## config.mk

```make
export PLATFORM = sky130hd
export DESIGN_NAME = evt_router
export DESIGN_NICKNAME = d
export VERILOG_FILES = /design/src/rtl/evt_router.sv
export SDC_FILE = /design/constraint.sdc
export NUM_CORES = 1
export LEC_CHECK = 0
export BUFFER_PORTS_ARGS = -buffer_cell sky130_fd_sc_hd__clkbuf_2
export CORE_MARGIN = 8
export CORE_UTILIZATION = 40
export DETAILED_ROUTE_END_ITERATION = 16
export PLACE_DENSITY_LB_ADDON = 0.08
export REMOVE_ABC_BUFFERS = 1
export SYNTH_ARGS = -nofsm -noshare
export SYNTH_HDL_FRONTEND = slang
export SYNTH_SLANG_ARGS = --single-unit
```

## constraint.sdc

```tcl
create_clock -name clk -period 2.85 [get_ports clk]
set_clock_uncertainty 0.05 [all_clocks]
set_input_delay 0.4275 -clock clk [delete_from_list [all_inputs] [get_ports clk]]
set_output_delay 0.4275 -clock clk [all_outputs]
set_load 0.03 [all_outputs]
```

## src/rtl/evt_router.sv

```systemverilog
module evt_router #(
  parameter int DW = 32,
  parameter int NW = 3,
  parameter int NL = 3,
  parameter int AW = 6,
  localparam int NEV = DW * NW,
  localparam int IW = $clog2(NEV)
) (
  input  logic              clk,
  input  logic              rst_n,
  input  logic [NEV-1:0]    evt_in,
  input  logic [AW-1:0]     bus_addr,
  input  logic              bus_wr,
  input  logic              bus_rd,
  input  logic [DW-1:0]     bus_wdata,
  output logic [DW-1:0]     bus_rdata,
  output logic [NL-1:0]     irq_out,
  output logic [NL*IW-1:0]  pend_idx,
  output logic [NL-1:0]     pend_vld
);

  logic [NEV-1:0]    status_q;
  logic [NEV-1:0]    mask_q [NL];
  logic [NEV-1:0]    clr;
  logic [NL*NEV-1:0] act;
  logic [DW-1:0]     rd_mux;

  wire [AW-3:0] region = bus_addr[AW-1:2];
  wire [1:0]    sub    = bus_addr[1:0];

  always_comb begin
    clr = '0;
    for (int w = 0; w < NW; w++)
      if (bus_wr && region == '0 && sub == 2'(w))
        clr[w*DW +: DW] = bus_wdata;
  end

  always_ff @(posedge clk) begin
    if (!rst_n) status_q <= '0;
    else        status_q <= (status_q & ~clr) | evt_in;
  end

  always_ff @(posedge clk) begin
    for (int g = 0; g < NL; g++)
      for (int w = 0; w < NW; w++)
        if (!rst_n)
          mask_q[g][w*DW +: DW] <= '0;
        else if (bus_wr && region == (AW-2)'(g+1) && sub == 2'(w))
          mask_q[g][w*DW +: DW] <= bus_wdata;
  end

  always_comb begin
    rd_mux = '0;
    for (int w = 0; w < NW; w++) begin
      if (region == '0 && sub == 2'(w)) rd_mux = status_q[w*DW +: DW];
      for (int g = 0; g < NL; g++)
        if (region == (AW-2)'(g+1) && sub == 2'(w)) rd_mux = mask_q[g][w*DW +: DW];
    end
  end

  always_ff @(posedge clk) begin
    if (!rst_n)      bus_rdata <= '0;
    else if (bus_rd) bus_rdata <= rd_mux;
  end

  for (genvar g = 0; g < NL; g++) begin : g_line
    assign act[g*NEV +: NEV] = status_q & mask_q[g];

    always_comb begin
      pend_idx[g*IW +: IW] = '0;
      pend_vld[g] = 1'b0;
      for (int i = NEV-1; i >= 0; i--)
        if (act[g*NEV + i]) begin
          pend_idx[g*IW +: IW] = IW'(i);
          pend_vld[g] = 1'b1;
        end
    end

    always_ff @(posedge clk) begin
      if (!rst_n) irq_out[g] <= 1'b0;
      else        irq_out[g] <= |act[g*NEV +: NEV];
    end
  end

endmodule


```

=== Yosys cells after proc, flatten, opt, wreduce, memory -nomap -nowiden ===
Memories as Yosys holds them, arrays and structs flattened.
Cells that the tools add are included.

* Flip-flop bits (word level): 131
* Bits in writable memories: 288
* Bits of input ports: 138
* Output and inout bits: 59
* Word-level logic and storage cells: 687
* Memories kept: 1

{| class="wikitable"
|+ Memory list
! memory !! words !! width !! read ports !! clocked after memory_dff !! write ports !! line !! text
|-
| mask_q || 3 || 96 || 3 || 0 || 3 || 23 || <nowiki>logic [NEV-1:0] mask_q [NL];</nowiki>
|}

* Equal/unequal tests: 5
* Muxes and demuxes: 628
* Bitwise gates (word level): 15
* Reductions and logical operators: 33

{| class="wikitable"
|+ Operator list
! kind !! count
|-
| two-way mux 7 bit || 288
|-
| two-way mux 32 bit || 24
|-
| bitwise AND 96 bit || 4
|-
| two-way mux 1 bit || 316
|-
| OR reduction 96 bit || 3
|-
| inverter 96 bit || 1
|-
| OR 96 bit || 1
|-
| logical AND 1 bit || 28
|-
| OR 1 bit || 9
|-
| equality test 4 x 2 -> 1 bit (second input constant) || 2
|-
| equality test 4 x 1 -> 1 bit (second input constant) || 1
|-
| zero test 4 bit || 1
|-
| equality test 2 x 1 -> 1 bit (second input constant) || 1
|-
| equality test 2 bit (second input constant) || 1
|-
| zero test 2 bit || 1
|}

=== Logic depth before layout (Yosys ltp) ===
Gate-level depths: netlist (run 1).
An unclocked memory read counts as a cell.

* Depth in word-level cells: 98
* Depth in mapped cells: 9
* Depth with buffers taken out: 7

=== Worst setup path before layout (run 1) ===
Ideal clock, no wire load.

* Kind: register -> output
* Start: memory mask_q[2][35] (netlist bit)
* End: output port pend_idx[17]
* Arrival: 2.219 ns
* Data required time: 2.372 ns
* Setup slack: 0.154 ns
* Stages on the path, launching flop included: 6
* Path buffers: 0
* Cells stage by stage: edfxtp_1 > and2_4 > a21o_1 > or4b_4 > o31a_1 > nor3_1

{| class="wikitable"
|+ RTL lines
! element !! line !! text
|-
| start: declaration || 23 ||
|-
| end: declaration || 18 || <nowiki>output logic [NL*IW-1:0] pend_idx,</nowiki>
|}

==> metrics.yaml, run 1 <==
route:
  num_vias: 24000
  drt_iter0_markers: 3316
  drc_errors: 0
  drt_first_pass_iters: 7
  drt_wl_total_mm: 122
  avgViaCountPerCell: 6.36
  wl_per_cell_um: 32.3
  ant_nets: 0
global_routing:
  grt-ovfl-total: 0
  grt_max_degree: 65
  gr-usage-all-layers_pct: 36.2
  antenna_found_initial: 6
  grt_pass1_wl_mm: 169
  grt_pass1_vias: 23400
logic_synthesis:
  synth-main-ff-cell: "edfxtp_1"
  synth_seq_cells: 419
  synth_top_cell_area_share_pct: 37.8
  synthTopCellsByArea: "edfxtp_1, dfxtp_1, and2_1, a22oi_1, nand2_1"
  synth-async-reset-ratio_pct: 0
  synth_top_area_cell: "edfxtp_1"
  seq_area_frac_synth_pct: 49.2
  synthTopCellsByCount: "nand2_1, and2_1, edfxtp_1"
  synthCells: 2395
  synth_cell_types: 78
  synth_area_um2: 22900
  postSynthAreaPerCell_um2: 9.56
  synth_enable_flop_cells: 288
  yosysMostFrequentCell: "nand2_1"
  yosysWarningCount: 0
clocking:
  path_clk_slew_ns: 0.06
  cts_tree: "built"
  cts_buffer_depth: 3
  htreeDepth: 2
  clock-root-buffer: "clkbuf_16"
  insertion_delay_ns: 0.61
  clock_sinks: 419
  cts-buffers-inserted: 48
worst_setup_path:
  end_kind: "primary output"
  cp_max_fo: 3
  start_kind: "flip-flop"
  crit_type: "flip-flop to primary output"
  crit_arrival_ns: 3.48
  cp.required_ns: 2.37
placement:
  port_buffers: 196
  place.gp.congestion: 1.05
  dp_hpwl_mm: 89.0
  place_ws_ns: -1.48
die:
  ioPinCount: 197
  fp.dieW_um: 255
  fp.dieArea_um2: 65100
  fp.dieH_um: 255
  initial_core_util_pct: 40.5
  rows: 87
  coreArea_um2: 56500
sta:
  tns_ns: -11.60
  drv_slew: 0
  rsz0062_at_grt: "yes"
  fin_crit_sh_pct: 139
  finalSetupViolations: 24
  tightest_slew_ns: 0.810
  timing.final.ws_setup_ns: -1.10
  finalHoldViolations: 0
  period_minus_slack_ns: 3.95
  fmax_ghz: 0.253
  max_slew_margin_pct: 46.0
pwr:
  ir_worst_vdd_uv: 550
  leakage_uw: 0.0124
  p_total_uw: 17300
  powerDensity_nw_per_um2: 547
hold_path:
  hold_path_class: "primary input to flip-flop"
finish:
  drive_gt1_share_pct: 34.9
  fillers: 5096
  syn_to_final_growth_pct: 38.2
  final_nets: 3109
status:
  status: "finished, violations left"
  violations: "setup timing"
flow_run:
  max_cap_violations: 0
routing by layer:
layer / vias to the layer above / part of all wire [%] / GRT usage [%]
met2: 1698 / 46 / 58.6
met1: 11800 / 38 / 46.4
met5: - / 0.018 / 0
met4: 4 / 5.2 / 16.9
met3: 369 / 11 / 7.29
li1: 10100 / - / -
sequential cells by signal, summed over array words and instances, names as in the netlist:
name / cells
bus_rdata: 32
irq_out: 3
mask_q: 288
status_q: 96
critical path, stage by stage (launching register included):
cell,delay [ns]
edfxtp_1,0.50
a222oi_1,0.69
o21ai_0,0.19
buf_4,0.19
a211oi_2,0.46
a222oi_1,0.31
o21ai_1,0.24
buf_4,0.18
buf_8,0.12
cells in the final DEF, fill, tap and decap left out, types with 15 or more instances in the layout:
cell and count:
a21oi_1 141, a222oi_1 42, a22o_1 38, a22oi_1 164
a22oi_2 40, a32o_1 16, a32oi_1 23, and2_1 304
and3_1 15, buf_12 36, buf_4 442, buf_6 29
buf_8 15, clkbuf_16 48, clkbuf_2 171, clkbuf_8 20
dfxtp_1 112, dfxtp_2 18, dlygate4sd3_1 34, edfxtp_1 288
nand2_1 373, nand2_2 19, nand3_1 72, nand4_1 38
nor2_1 24, nor2_2 15, nor2b_1 99, o21ai_0 31
o21ai_1 19, o221a_2 19
where the power goes:
part / internal [uW] / switching [uW]
Clock: 3630 / 2670
Combinational: 1540 / 2200
Sequential: 6860 / 402
cell families after synthesis:
logic type / after synthesis / synth area share, %
AND/OR/NAND/NOR: 1062 / 24.2
flip-flops: 419 / 49.2
AO/OA/AOI/OAI: 697 / 22.4
buffers and inverters: 217 / 4.11
repair_timing:
item                                   4_1_cts  5_1_grt
hold buffers                                34        0
pin swaps                                   91       89
buffers inserted                            41       19
setup endpoints to repair                   24       24
gates resized for setup                    270      100
endpoints found under the hold margin       34        0
cell type report:
type / count / area (um^2) / share of cell area, %
antenna: 2 / 5.00 / 0.0158
clock buffer: 71 / 1420 / 4.48
clock inverter: 18 / 161 / 0.510
inverter: 9 / 33.8 / 0.107
multi-input combinational: 1759 / 11900 / 37.6
sequential: 419 / 11300 / 35.7
tap: 756 / 946 / 2.99
timing repair buffer: 734 / 5880 / 18.6
per-stage QoR:
stage	hold WS (ns)	instances	utilization [%]	area, um^2
final	0.0109	3768	56.0	31600
after detailed placement	0.467	3590	49.2	27800
after global routing	0.0170	3766	56.0	31600
after floorplan	0.478	2187	-	22000
after global placement	0.465	3590	49.2	27800
after CTS	0.000298	3748	55.1	31100
worst paths after layout:
path / from / end / slack (ns) / depth (start not counted)
setup / recovery: mask_q[0][34]$_SDFFCE_PN0P_ / pend_idx[0] / -1.10 / 8
hold / removal: evt_in[55] / status_q[55]$_SDFF_PN0_ / 0.01 / 3
setup reg to reg: mask_q[0][7]$_SDFFCE_PN0P_ / irq_out[0]$_SDFF_PN0_ / 0.45 / 9
hold reg to reg: bus_rdata[29]$_SDFFE_PN0P_ / bus_rdata[29]$_SDFFE_PN0P_ / 0.49 / 1
No activity file was read; power rests on OpenSTA's default activity.
==> run 2: changes to the inputs <==
--- a/config.mk
+++ b/config.mk
@@ -10,7 +10,6 @@
 export CORE_UTILIZATION = 40
 export DETAILED_ROUTE_END_ITERATION = 16
 export PLACE_DENSITY_LB_ADDON = 0.08
-export REMOVE_ABC_BUFFERS = 1
 export SYNTH_ARGS = -nofsm -noshare
 export SYNTH_HDL_FRONTEND = slang
 export SYNTH_SLANG_ARGS = --single-unit
==> run 2 against run 1 <==
Against the previous run: the run still ends with setup timing left; clock power rose by 5.9%; hold slack improved by 0.0036 ns; sequential power about the same; non-clock buffer count increased by 111; final cell count is 2.9% higher; via count grew 2.0%; global-route usage up 1.3 points; critical path type unchanged.
==> metrics.yaml, run 2 (synthesized netlist as in run 1, its figures left out) <==
finish:
  final_common_cell: "buf_4"
  final_cells: 3878
  regMostFlops: "mask_q"
  syn_to_final_growth_pct: 42.5
  final_nets: 3221
  layout_common_cells: "buf_4, nand2_1, and2_1"
  largest_reg_flops: 288
  drive_gt1_share_pct: 38.3
  top_regs: "mask_q x288, status_q x96, bus_rdata x32"
global_routing:
  grt-ovfl-total: 0
  grt_pass1_wl_mm: 175
  gr-usage-all-layers_pct: 37.6
  grt_pass1_vias: 23900
  antenna_found_initial: 8
  grt_max_degree: 37
die:
  fp.dieH_um: 255
  fp.dieArea_um2: 65100
  initial_core_util_pct: 40.5
  ioPinCount: 197
  fp.dieW_um: 255
  rows: 87
  coreArea_um2: 56500
route:
  num_vias: 24500
  drt_iter0_markers: 3322
  drt_wl_total_mm: 126
  drt_first_pass_iters: 6
  drc_errors: 0
  avgViaCountPerCell: 6.31
  wl_per_cell_um: 32.5
  ant_nets: 0
clocking:
  insertion_delay_ns: 0.61
  clock_sinks: 419
  htreeDepth: 2
  cts_buffer_depth: 3
  cts-buffers-inserted: 49
  cts_tree: "built"
  clock-root-buffer: "clkbuf_16"
  path_clk_slew_ns: 0.06
hold_path:
  min_path_cells: 3
  hold_path_class: "primary input to flip-flop"
  min_from: "evt_in[17]"
  min_to: "status_q[17]$_SDFF_PN0_"
worst_setup_path:
  cp_max_fo: 7
  reg2reg_depth: 9
  end_kind: "primary output"
  crit_arrival_ns: 3.37
  rr_endpoint: "irq_out[1]$_SDFF_PN0_"
  r2r-start: "mask_q[1][71]$_SDFFCE_PN0P_"
  crit_type: "flip-flop to primary output"
  start_kind: "flip-flop"
  cp.required_ns: 2.37
  rrSetupSlack_ns: 0.48
pwr:
  ir_worst_vdd_uv: 433
  p_total_uw: 17900
  leakage_uw: 0.0130
  powerDensity_nw_per_um2: 549
sta:
  timing.final.ws_setup_ns: -0.997
  finalHoldViolations: 0
  max_slew_margin_pct: 42.8
  tightest_slew_ns: 0.858
  drv_slew: 0
  period_minus_slack_ns: 3.85
  finalSetupViolations: 24
  fin_crit_sh_pct: 135
  rsz0062_at_grt: "yes"
  fmax_ghz: 0.260
placement:
  port_buffers: 196
  dp_cells: 3690
  dp_hpwl_mm: 94.7
  place.gp.congestion: 1.05
flow_run:
  max_cap_violations: 0
status:
  status: "finished, violations left"
  violations: "setup timing"
logic_synthesis:
  synth_nets: 2533
## run 2: where the power goes
part           total [uW]  internal [uW]  switching (uW)
clock                6670           3950            2720
combinational        3970           1680            2300
sequential           7250           6850             398
## run 2: cell type report
| class | instances | area [um^2] |
|---|---|---|
| diodes | 1 | 2.50 |
| well taps | 756 | 946 |
| fillers | 5035 | 23900 |
| clock buffers | 64 | 1340 |
| inverters | 9 | 33.8 |
| multi-input cells | 1759 | 12000 |
| repair buffers | 845 | 6660 |
| flip-flops and latches | 419 | 11300 |
| clock inverters | 25 | 307 |
## run 2: metal layers
metal	track usage, %	share of wire [%]	vias to the layer above
met1	47.9	38	12100
li1	-	-	10400
met2	60.4	46	1644
met5	0	0.040	-
met4	19.1	5.9	8
met3	7.29	11	365
## run 2: timing repair
action                                  in CTS  in global routing
resized for setup                          320                 93
pin swaps                                  111                 72
hold endpoints to repair                    27                  0
endpoints found under the setup margin      24                 24
buffers inserted                            58                 24
hold buffers                                27                  0
## run 2: worst max-delay path by stage
stage,startpoint,endpoint,slack [ns]
2_1_floorplan,mask_q[2][35]$_SDFFCE_PN0P_,pend_idx[17],0.15
3_3_place_gp,status_q[22]$_SDFF_PN0_,pend_idx[14],-0.99
3_5_place_dp,status_q[22]$_SDFF_PN0_,pend_idx[14],-0.83
4_1_cts,mask_q[2][23]$_SDFFCE_PN0P_,pend_idx[14],-0.84
5_1_grt,status_q[22]$_SDFF_PN0_,pend_idx[14],-0.91
6_report,status_q[52]$_SDFF_PN0_,pend_idx[14],-1.0
## run 2: through the flow
stage / TNS, ns / setup slack, ns / instance area (um^2) / hold slack (ns) / util (%)
5_1_grt: -11.85 / -0.906 / 32600 / 0.0131 / 57.7
2_1_floorplan: 0 / 0.154 / 22900 / 0.479 / -
3_5_place_dp: -3.06 / -0.828 / 28500 / 0.466 / 50.5
6_report: -10.34 / -0.997 / 32600 / 0.0144 / 57.7
3_3_place_gp: -3.43 / -0.993 / 28500 / 0.464 / 50.5
4_1_cts: -10.68 / -0.843 / 32100 / 0.000160 / 56.8
## run 2: worst max-delay path, stage by stage, from the launching register on
cell	delay, ns
dfxtp_1	0.46
nand2_1	0.09
a32oi_1	0.21
a21oi_1	0.15
o21ai_0	0.45
nand4b_1	0.18
a222oi_1	0.78
o21ai_1	0.22
clkbuf_8	0.23
